[src/rtl/rlm_pkg.sv]
package rlm_pkg;

   // Flat position of the link from a source word to a destination word
   function automatic int link_pos(input int src, input int dst, input int words);
      return src * words + dst;
   endfunction

endpackage

[src/rtl/rlm_pair_det.sv]
module rlm_pair_det #(
   parameter int N = 3,
   parameter int W = 4
) (
   input  logic clk,
   input  logic rst_n,
   input  logic clear,
   input  logic src_done,
   input  logic dst_req,
   output logic learned
);

   localparam int TW = (W < 2) ? 1 : $clog2(W + 1);

   generate
      if (N < 1) begin : g_bad_n
         $error("rlm_pair_det: N must be at least 1");
      end
      if (W < 1) begin : g_bad_w
         $error("rlm_pair_det: W must be at least 1");
      end
   endgenerate

   logic [TW-1:0] timer_q;
   logic [N-1:0]  stage_q;
   logic [N-1:0]  stage_nx;
   logic          armed;
   logic          hit;

   assign armed = (timer_q != '0);
   assign hit   = armed & dst_req;

   // thermometer advance: one more stage set per rehearsal
   generate
      if (N == 1) begin : g_single
         assign stage_nx = 1'b1;
      end else begin : g_chain
         assign stage_nx = {stage_q[N-2:0], 1'b1};
      end
   endgenerate

   always_ff @(posedge clk or negedge rst_n) begin
      if (!rst_n) begin
         timer_q <= '0;
         stage_q <= '0;
      end else if (clear) begin
         timer_q <= '0;
         stage_q <= '0;
      end else begin
         if (src_done) begin
            timer_q <= TW'(W);
         end else if (hit) begin
            timer_q <= '0;
         end else if (armed) begin
            timer_q <= timer_q - TW'(1);
         end
         if (hit) begin
            stage_q <= stage_nx;
         end
      end
   end

   assign learned = stage_q[N-1];


   learned_hold_chk: assert property (@(posedge clk) disable iff (!rst_n)
      (learned && !clear) |=> learned);


   therm_shape_chk: assert property (@(posedge clk) disable iff (!rst_n)
      ((stage_q + N'(1)) & stage_q) == '0);


   one_step_chk: assert property (@(posedge clk) disable iff (!rst_n)
      !clear |=> ($countones(stage_q) <= $countones($past(stage_q)) + 1));


   window_close_chk: assert property (@(posedge clk) disable iff (!rst_n)
      (hit && !src_done && !clear) |=> (timer_q == '0));

endmodule

[src/rtl/rlm_route.sv]
module rlm_route
   import rlm_pkg::*;
#(
   parameter int K = 4
) (
   input  logic [K-1:0]   done,
   input  logic [K*K-1:0] links,
   output logic [K-1:0]   targets
);

   generate
      if (K < 2) begin : g_bad_k
         $error("rlm_route: K must be at least 2");
      end
   endgenerate

   always_comb begin
      targets = '0;
      for (int d = 0; d < K; d++) begin
         for (int s = 0; s < K; s++) begin
            if (s != d) begin
               targets[d] = targets[d] | (done[s] & links[link_pos(s, d, K)]);
            end
         end
      end
   end

endmodule

[src/rtl/rlm_trig_pipe.sv]
module rlm_trig_pipe #(
   parameter int K = 4,
   parameter int L = 2
) (
   input  logic         clk,
   input  logic         rst_n,
   input  logic         flush,
   input  logic [K-1:0] tgt_in,
   output logic [K-1:0] tgt_out
);

   generate
      if (L < 1) begin : g_bad_l
         $error("rlm_trig_pipe: L must be at least 1");
      end

      if (L == 1) begin : g_one
         logic [K-1:0] stg_q;
         always_ff @(posedge clk or negedge rst_n) begin
            if (!rst_n) begin
               stg_q <= '0;
            end else if (flush) begin
               stg_q <= '0;
            end else begin
               stg_q <= tgt_in;
            end
         end
         assign tgt_out = stg_q;
      end else begin : g_many
         logic [K-1:0] stg_q [L];
         always_ff @(posedge clk or negedge rst_n) begin
            if (!rst_n) begin
               for (int s = 0; s < L; s++) stg_q[s] <= '0;
            end else if (flush) begin
               for (int s = 0; s < L; s++) stg_q[s] <= '0;
            end else begin
               stg_q[0] <= tgt_in;
               for (int s = 1; s < L; s++) stg_q[s] <= stg_q[s-1];
            end
         end
         assign tgt_out = stg_q[L-1];
      end
   endgenerate


   flush_drop_chk: assert property (@(posedge clk) disable iff (!rst_n)
      flush |=> (tgt_out == '0));

endmodule

[src/rtl/rlm_matrix.sv]
module rlm_matrix
   import rlm_pkg::*;
#(
   parameter int K = 4,
   parameter int N = 3,
   parameter int W = 4,
   parameter int L = 2
) (
   input  logic           clk,
   input  logic           rst_n,
   input  logic           clear,
   input  logic           inhibit,
   input  logic [K-1:0]   cpu_req,
   input  logic [K-1:0]   word_done,
   output logic [K-1:0]   word_en,
   output logic [K*K-1:0] learned_map
);

   localparam int PAIRS = K * K;

   generate
      if (K < 2) begin : g_bad_k
         $error("rlm_matrix: K must be at least 2");
      end
      if (L < 1) begin : g_bad_l
         $error("rlm_matrix: L must be at least 1");
      end
   endgenerate

   logic [K-1:0]     tgt_now;
   logic [K-1:0]     tgt_due;
   logic [PAIRS-1:0] link_vec;

   generate
      for (genvar gs = 0; gs < K; gs++) begin : g_src
         for (genvar gd = 0; gd < K; gd++) begin : g_dst
            if (gs == gd) begin : g_diag
               assign link_vec[gs*K+gd] = 1'b0;
            end else begin : g_pair
               rlm_pair_det #(
                  .N (N),
                  .W (W)
               ) u_det (
                  .clk      (clk),
                  .rst_n    (rst_n),
                  .clear    (clear),
                  .src_done (word_done[gs]),
                  .dst_req  (cpu_req[gd]),
                  .learned  (link_vec[gs*K+gd])
               );
            end
         end
      end
   endgenerate

   rlm_route #(
      .K (K)
   ) u_route (
      .done    (word_done),
      .links   (link_vec),
      .targets (tgt_now)
   );

   rlm_trig_pipe #(
      .K (K),
      .L (L)
   ) u_pipe (
      .clk     (clk),
      .rst_n   (rst_n),
      .flush   (clear),
      .tgt_in  (tgt_now),
      .tgt_out (tgt_due)
   );

   assign word_en     = cpu_req | (tgt_due & ~{K{inhibit}});
   assign learned_map = link_vec;


   clear_wipe_chk: assert property (@(posedge clk) disable iff (!rst_n)
      clear |=> (learned_map == '0));


   inhibit_mask_chk: assert property (@(posedge clk) disable iff (!rst_n)
      inhibit |-> (word_en == cpu_req));


   auto_needs_link_chk: assert property (@(posedge clk) disable iff (!rst_n)
      ((word_en & ~cpu_req) != '0) |-> (learned_map != '0));

endmodule

[config.mk]
export PLATFORM = sky130hd
export DESIGN_NAME = rlm_matrix
export DESIGN_NICKNAME = d
export VERILOG_FILES = /design/src/rtl/rlm_pkg.sv /design/src/rtl/rlm_pair_det.sv /design/src/rtl/rlm_route.sv /design/src/rtl/rlm_trig_pipe.sv /design/src/rtl/rlm_matrix.sv
export SDC_FILE = /design/constraint.sdc
export NUM_CORES = 1
export LEC_CHECK = 0
export ABC_AREA = 1
export BUFFER_PORTS_ARGS = -buffer_cell sky130_fd_sc_hd__buf_2
export CORE_UTILIZATION = 50
export CTS_CLUSTER_DIAMETER = 30
export CTS_CLUSTER_SIZE = 40
export DETAILED_ROUTE_END_ITERATION = 8
export PLACE_DENSITY = 0.79
export SYNTH_ARGS = -nofsm -noshare
export SYNTH_HDL_FRONTEND = slang
export SYNTH_SLANG_ARGS = --single-unit
[constraint.sdc]
create_clock -name clk -period 1.4 [get_ports clk]
set_input_delay 0.07 -clock clk [delete_from_list [all_inputs] [get_ports clk]]
set_output_delay 0.07 -clock clk [all_outputs]
set_load 0.03 [all_outputs]
After elaboration in Yosys (flattened, before gate mapping)
Index checks and enable logic that the tools add are counted.

word-level totals
  register bits after elaboration = 80
  bits of input ports = 12
  output and inout bits = 20
  word-level logic and storage cells = 182

operators by class
  add/subtract/negate cells = 12
  mux-type cells = 73
  bitwise logic cells = 35
  reduce and logical (&&, ||, !) cells = 36

operators by type and width
  cell                                               number
  two-way mux 3 bit                                  72
  nonzero test 4 bit                                 12
  nonzero test 3 bit                                 12
  subtractor 3 x 1 -> 3 bit (second input constant)  12
  bitwise AND 1 bit                                  24
  nonzero test 2 bit                                 12
  two-way mux 8 bit                                  1
  OR 1 bit                                           8
  bitwise AND 4 bit                                  1
  inverter 4 bit                                     1
  OR 4 bit                                           1

Longest topological paths before layout
Gate-level depths: netlist of run 1.

  depth after elaboration = 5
  mapped depth = 7
  depth with buffers taken out = 7

Modules after synthesis
From an unflattened synthesis of run 1, not the netlist that was laid out.

unflattened totals
  cells, all modules = 531
  area total of the unflattened synthesis = 4372.9 µm²

by module, submodules not included
  module         times used  cells each  area an instance (µm²)  seq. area each (µm²)
  rlm_pair_det   12          39          326.6                   150.1
  rlm_trig_pipe  1           29          301.5                   200.2
  rlm_matrix     1           18          82.6                    0.0
  rlm_route      1           16          70.1                    0.0

Worst setup path after synthesis of run 1
OpenSTA, ideal clock, no wires.

  path type = reg-to-output
  from = reg u_pipe.g_many.stg_q (netlist bit u_pipe.tgt_out[0])
  to = out word_en[0]
  data arrival time = 1009 ps
  data required time = 1330 ps
  slack = 321 ps
  stages on the path, launching flop included = 3
  path buffers = 0
  cell sequence = dfrtp_1 > inv_1 > o21ai_0

on the way
  word-level cells in the longest chain between the ends = 2

ends and longest elaborated chain
  what                RTL line             text
  start: declaration  rlm_trig_pipe.sv:30  logic [K-1:0] stg_q [L];
  bitwise AND 4 bit   rlm_matrix.sv:75     assign word_en = cpu_req | (tgt_due & ~{K{inhibit}});
  OR 4 bit            rlm_matrix.sv:75
  end: declaration    rlm_matrix.sv:15     output logic [K-1:0] word_en,

No other way between the ends.

Worst setup path after layout of run 1
  from = reg g_src[2].g_dst[1].g_pair.u_det.timer_q[0]
  to = reg g_src[2].g_dst[1].g_pair.u_det.timer_q[2]

on the way
  word-level cells in the longest chain between the ends = 5
  elaborated cells between the ends (all ways) = 8
  classes of those cells = add/sub: 1; mux: 4; bitwise: 1; reduce/logical: 2

ends and longest elaborated chain
  what                                                             RTL line                                text
  start: declaration                                               rlm_pair_det.sv:24                      logic [TW-1:0] timer_q;
  start signal: assignment                                         rlm_pair_det.sv:51                      timer_q <= TW'(W);
  start signal: assignment                                         rlm_pair_det.sv:55                      timer_q <= timer_q - TW'(1);
  subtractor 3 x 1 -> 3 bit or nonzero test 3 bit (tied branches)  rlm_pair_det.sv:55, rlm_pair_det.sv:30
  two-way mux 3 bit or bitwise AND 1 bit (tied branches)           rlm_pair_det.sv:54, rlm_pair_det.sv:31
  two-way mux 3 bit                                                rlm_pair_det.sv:52                      end else if (hit) begin
  two-way mux 3 bit                                                rlm_pair_det.sv:50                      if (src_done) begin
  two-way mux 3 bit                                                rlm_pair_det.sv:46                      end else if (clear) begin

Several ways; a longest one is shown, not always the timed one. The select of a mux whose other input is x is not followed.
A chain may end at the register's enable or synchronous reset.

==> impl_metrics.yaml, run 1 <==
drt:
  wl_mm: 8.79
  dr_total_vias: 3411
  drc: 0
  first_iter_violations: 205
  ant_nets: 0
  drt_first_pass_iters: 4
  viasPerCell: 5.12
  wire_per_inst_um: 13.2
critical_path:
  critPathTopFamily: "flip-flops"
  crit_path_frequent_cell: "nand2_1"
  cp.required_ns: 1.65
  worst_path_largest_cell_delay_ns: 0.37
  crit_type: "reg2reg"
  startpoint_type: "flop"
  cp-end-kind: "flop"
  path_cells: "inv_1, ha_1, nand2_1, nand2_4, nand2_1, a21oi_1"
  cp_num_buf_inv: 1
  arrival_ns: 1.53
  critical-path-slowest-cell: "dfrtp_1"
  crit_fanout: 5
sta:
  fin_crit_sh_pct: 91.5
  rsz0062_at_grt: "no"
  finalSetupViolations: 0
  fin_crit_ns: 1.28
  setup_ws_ns: 0.120
  skew_ns: 0.0114
  fmax_mhz: 781
  report.final.hold_viol_count: 0
  report.final.slew_viol_count: 0
  finalSetupTns_ns: 0
synthesis:
  synth_area_um2: 4220
  synth_cell_types: 19
  yosysTopAreaCell: "dfrtp_1"
  synthFlopType: "dfrtp_1"
  yosysTopAreaCellShare_pct: 47.5
  synth_edf_count: 0
  ys_top_cells_by_count: "159 x nand2_1, 92 x inv_1, 80 x dfrtp_1"
  syn_area_per_cell_um2: 7.94
  yosysWarningCount: 0
  synth_seq_cells: 80
  synthTopCellsByArea: "dfrtp_1 47%, nand2_1 14%, inv_1 8.2%, ha_1 7.1%, nand3_1 4.7%"
  synth.most_common_cell: "nand2_1"
  synthCells: 531
  async_flop_share_pct: 100
  ys_seq_area_share_pct: 47.5
finish:
  seqCellArea_um2: 2000
  drive_gt1_share_pct: 10.3
  fin_cells: 666
  multi_input_area_um2: 1690
  layout.nets: 592
  num-fill-cells: 713
  syn2layout_area_growth_pct: 9.74
  final_cell_area_um2: 4630
  diodes: 0
pwr:
  ir_drop_v: 0.000802
  power.density_nw_per_um2: 1110
  p_leak_nw: 2.65
cts:
  clk_latency_ns: 0.35
  cts_root_buffer: "clkbuf_8"
  tritoncts: "done"
  clock-sinks: 80
  htree_levels: 3
  path_clk_slew_ns: 0.08
  cts_buffers: 9
  clockBufferDepth: 2
global_routing:
  grt_pass1_wl_mm: 14.7
  grt_pass1_vias: 3326
  grt_start_max_net_pins: 37
  grt_usage_pct: 21.7
  antenna_found_initial: 0
  grt_overflow: 0
die:
  fp.dieW_um: 93.8
  core.rowCount: 33
  start_util_pct: 51.6
  dieArea_um2: 8800
  coreArea_um2: 8180
  dieHeight_um: 93.8
  io-pin-count: 32
placed_design:
  port_buffers: 27
  dp_hpwl_mm: 6.30
  placed_area_um2: 4390
  dp.cells: 649
  gp_congestion: 0.798
  post-place-ws_ns: 0.123
outcome:
  status: "completed"
run:
  maxCapViolations: 0
min_path:
  min_path_type: "in2reg"
stage by stage:
| stage | hold slack, ns | total power [W] | utilization (%) |
|---|---|---|---|
| after floorplan | -0.226 | 0.00308 | - |
| after global placement | -0.0668 | 0.00327 | 53.7 |
| after detailed placement | -0.0643 | 0.00332 | 53.7 |
| after CTS | 0.0714 | 0.00517 | 56.5 |
| after global routing | 0.0857 | 0.00541 | 56.6 |
| final | 0.0822 | 0.00514 | 56.6 |
cell families after synthesis:
group,Yosys count,synth area share [%]
buffers and inverters,117,12.9
DFF,80,47.5
adders and majority gates,24,7.12
AOI/OAI and AO/OA,52,6.17
other,1,0.0890
and+or+nand+nor,257,26.2
routing by layer:
metal | track usage [%] | wire length, um | up-vias
met4 | 12.6 | 282 | 0
met2 | 36.2 | 4210 | 88
met5 | 0 | 0 | -
li1 | - | - | 1666
met1 | 26.3 | 3900 | 1631
met3 | 4.05 | 396 | 26
flip-flops by register name, indices dropped and copies added, names as in the netlist:
name                              cells
g_src.g_dst.g_pair.u_det.timer_q     36
u_pipe.g_many.stg_q                   4
u_pipe.tgt_out                        4
g_src.g_dst.g_pair.u_det.stage_q     36
report_power, final:
part           total [W]  leakage, nW  internal (W)  switching [W]
registers        0.00249         1.09       0.00243      0.0000662
logic           0.000798         1.45      0.000247       0.000551
clock network    0.00185        0.108       0.00105       0.000801
area by class of cell:
type / instances / share of cell area [%]
sequential: 80 / 43.3
multi-input combinational: 337 / 36.6
inverter: 93 / 7.55
timing repair buffer: 35 / 5.14
clock buffer: 13 / 3.22
tap: 105 / 2.84
clock inverter: 3 / 1.41
timing repair:
item / 4_1_cts / 5_1_grt
hold buffers: 1 / 0
endpoints found under the setup margin: 1 / 2
gates resized for setup: 1 / 2
setup buffers: 0 / 0
cloned: 0 / 0
hold endpoints to repair: 80 / 0
path summary, 6_finish.rpt:
check                                                          startpoint                                         to  slack (ns)  cells after the start
worst max-delay path            g_src[2].g_dst[1].g_pair.u_det.timer_q[0]  g_src[2].g_dst[1].g_pair.u_det.timer_q[2]        0.12                      6
max in group asynchronous                                           rst_n  g_src[0].g_dst[1].g_pair.u_det.stage_q[2]        0.85                      3
min in group asynchronous                                           rst_n  g_src[1].g_dst[3].g_pair.u_det.stage_q[1]        0.11                      2
worst max register to register  g_src[2].g_dst[1].g_pair.u_det.timer_q[0]  g_src[2].g_dst[1].g_pair.u_det.timer_q[2]        0.12                      6
worst min register to register                     u_pipe.g_many.stg_q[4]                          u_pipe.tgt_out[0]        0.45                      2
worst min-delay path                                         word_done[3]  g_src[3].g_dst[1].g_pair.u_det.timer_q[2]        0.08                      3
worst register-to-register path, cell delays in order (launching register included):
cell and delay (ns):
dfrtp_1 0.37, inv_1 0.11, ha_1 0.20, nand2_1 0.14, nand2_4 0.13, nand2_1 0.08, a21oi_1 0.17
placed cells by master, fill, tap and decap left out, types with 3 or more instances in the layout:
master and instances:
nand2_1 157, inv_1 92, buf_4 5, conb_1 4
ha_1 24, nor2_4 8, a21oi_1 24, o21ai_0 26
nor2_1 38, buf_12 3, nand3_1 40, buf_2 26
clkbuf_1 3, clkbuf_8 10, dfrtp_1 80, nand4_1 11
Power figures use the tool's default switching activity.
==> inputs of run 2 (changes only) <==
Settings changed: REMOVE_ABC_BUFFERS from default to 1.
==> impl_metrics.yaml, run 2 (synthesis results as in run 1) <==
cts:
  clockBufferDepth: 2
  cts_root_buffer: "clkbuf_8"
  path_clk_slew_ns: 0.09
  cts_buffers: 9
  tritoncts: "done"
  htree_levels: 3
  clock-sinks: 80
  post_cts_buffers: 0
  clk_latency_ns: 0.36
min_path:
  hp-start: "word_done[0]"
  min_path_type: "in2reg"
  holdPathEnd: "g_src[0].g_dst[2].g_pair.u_det.timer_q[2]"
  holdPathStages: 3
sta:
  report.final.hold_viol_count: 0
  fin_crit_sh_pct: 92.1
  report.final.slew_viol_count: 0
  skew_ns: 0.0118
  whs_ns: 0.0743
  fmax_mhz: 776
  finalSetupTns_ns: 0
  fin_crit_ns: 1.29
  finalSetupViolations: 0
  rsz0062_at_grt: "no"
finish:
  final_common_cell: "nand2_1"
  diodes: 0
  layout_common_cells: "159 x nand2_1, 92 x inv_1, 80 x dfrtp_1"
  layout.nets: 592
  largestRegisters: "g_src.g_dst.g_pair.u_det.stage_q x36, g_src.g_dst.g_pair.u_det.timer_q x36"
  syn2layout_area_growth_pct: 9.44
  drive_gt1_share_pct: 10.2
drt:
  ant_nets: 0
  wl_mm: 8.85
  dr_total_vias: 3350
  drc: 0
  first_iter_violations: 165
  drt_first_pass_iters: 4
  viasPerCell: 5.03
  wire_per_inst_um: 13.3
die:
  coreArea_um2: 8180
  dieHeight_um: 93.8
  dieArea_um2: 8800
  core.rowCount: 33
  start_util_pct: 51.6
  io-pin-count: 32
  fp.dieW_um: 93.8
pwr:
  power.density_nw_per_um2: 1160
  p_leak_nw: 2.63
  ir_drop_v: 0.000446
critical_path:
  rr_endpoint: "g_src[1].g_dst[3].g_pair.u_det.stage_q[2]"
  r2r_cells: 7
  crit_fanout: 1
  crit_start: "u_pipe.tgt_out[3]"
  crit_type: "reg2out"
  cp_num_buf_inv: 2
  rr_startpoint: "g_src[1].g_dst[3].g_pair.u_det.timer_q[0]"
  arrival_ns: 1.22
  regToRegSetupSlack_ns: 0.14
  cp-end-kind: "primary output"
  cp.required_ns: 1.33
  path_cells: "inv_1, o21ai_0, buf_2"
  worst_path_largest_cell_delay_ns: 0.33
  critPathTopFamily: "flip-flops"
  critical-path-slowest-cell: "dfrtp_1"
  startpoint_type: "flop"
run:
  maxCapViolations: 0
outcome:
  status: "completed"
global_routing:
  grt_pass1_wl_mm: 15.0
  grt_usage_pct: 22.3
  antenna_found_initial: 0
  grt_overflow: 0
  grt_pass1_vias: 3351
  grt_start_max_net_pins: 47
placed_design:
  port_buffers: 27
  dp_hpwl_mm: 6.37
  gp_congestion: 0.839
## run 2: cell count changes in the layout (fill, tap and decap cells not counted), sizes merged
| cell | change |
|---|---|
| clkbuf | -2 |
| clkinv | -1 |
| bufinv | +1 |
| clkinvlp | +2 |
## run 2: timing repair
action / 4_1_cts / 5_1_grt
hold buffers: 1 / 0
gates resized for setup: 0 / 0
endpoints found under the hold margin: 80 / 0
## run 2: worst max-delay path by stage
stage,cells past startpoint,to,slack (ns)
floorplan,2,word_en[0],0.32
global placement,6,g_src[2].g_dst[0].g_pair.u_det.timer_q[2],0.25
detailed placement,6,g_src[2].g_dst[0].g_pair.u_det.timer_q[2],0.16
CTS,3,word_en[3],0.13
global route,6,g_src[3].g_dst[2].g_pair.u_det.timer_q[2],0.04
finish,3,word_en[3],0.11
## run 2: final cells by class
class                   instances  area (um2)
fillers                       705        3560
flip-flops and latches         80        2000
multi-input cells             337        1680
inverters                      93         349
repair buffers                 35         213
clock buffers                  11         131
well taps                     105         131
clock inverters                 5         105
## run 2: where the power goes
part / internal (W) / switching (W)
clock network: 0.00119 / 0.000879
logic: 0.000237 / 0.000537
registers: 0.00243 / 0.0000655
## run 2: worst min-delay path: cells and delay by family
family / cells / cell delay [ns]
AO/OA/AOI/OAI: 1 / 0.07
buffers and inverters: 2 / 0.26
## run 2: through the flow
| stage | worst slack, ns | instances | cell area (um2) | total power [W] | utilization [%] |
|---|---|---|---|---|---|
| 6_report | 0.111 | 666 | 4610 | 0.00533 | 56.4 |
| 5_1_grt | 0.0372 | 666 | 4610 | 0.00557 | 56.4 |
| 4_1_cts | 0.125 | 666 | 4610 | 0.00534 | 56.4 |
| 3_5_place_dp | 0.161 | 649 | 4370 | 0.00330 | 53.4 |
| 3_3_place_gp | 0.249 | 649 | 4370 | 0.00325 | 53.4 |
| 2_1_floorplan | 0.321 | 510 | 4030 | 0.00303 | - |
## run 2: per-layer routing
metal / global-route usage (%) / share of wire, % / vias up
li1: - / - / 1668
met1: 27.1 / 43 / 1584
met2: 38.5 / 51 / 82
met3: 3.56 / 4.4 / 16
met4: 10.6 / 1.7 / 0
met5: 0 / 0 / -
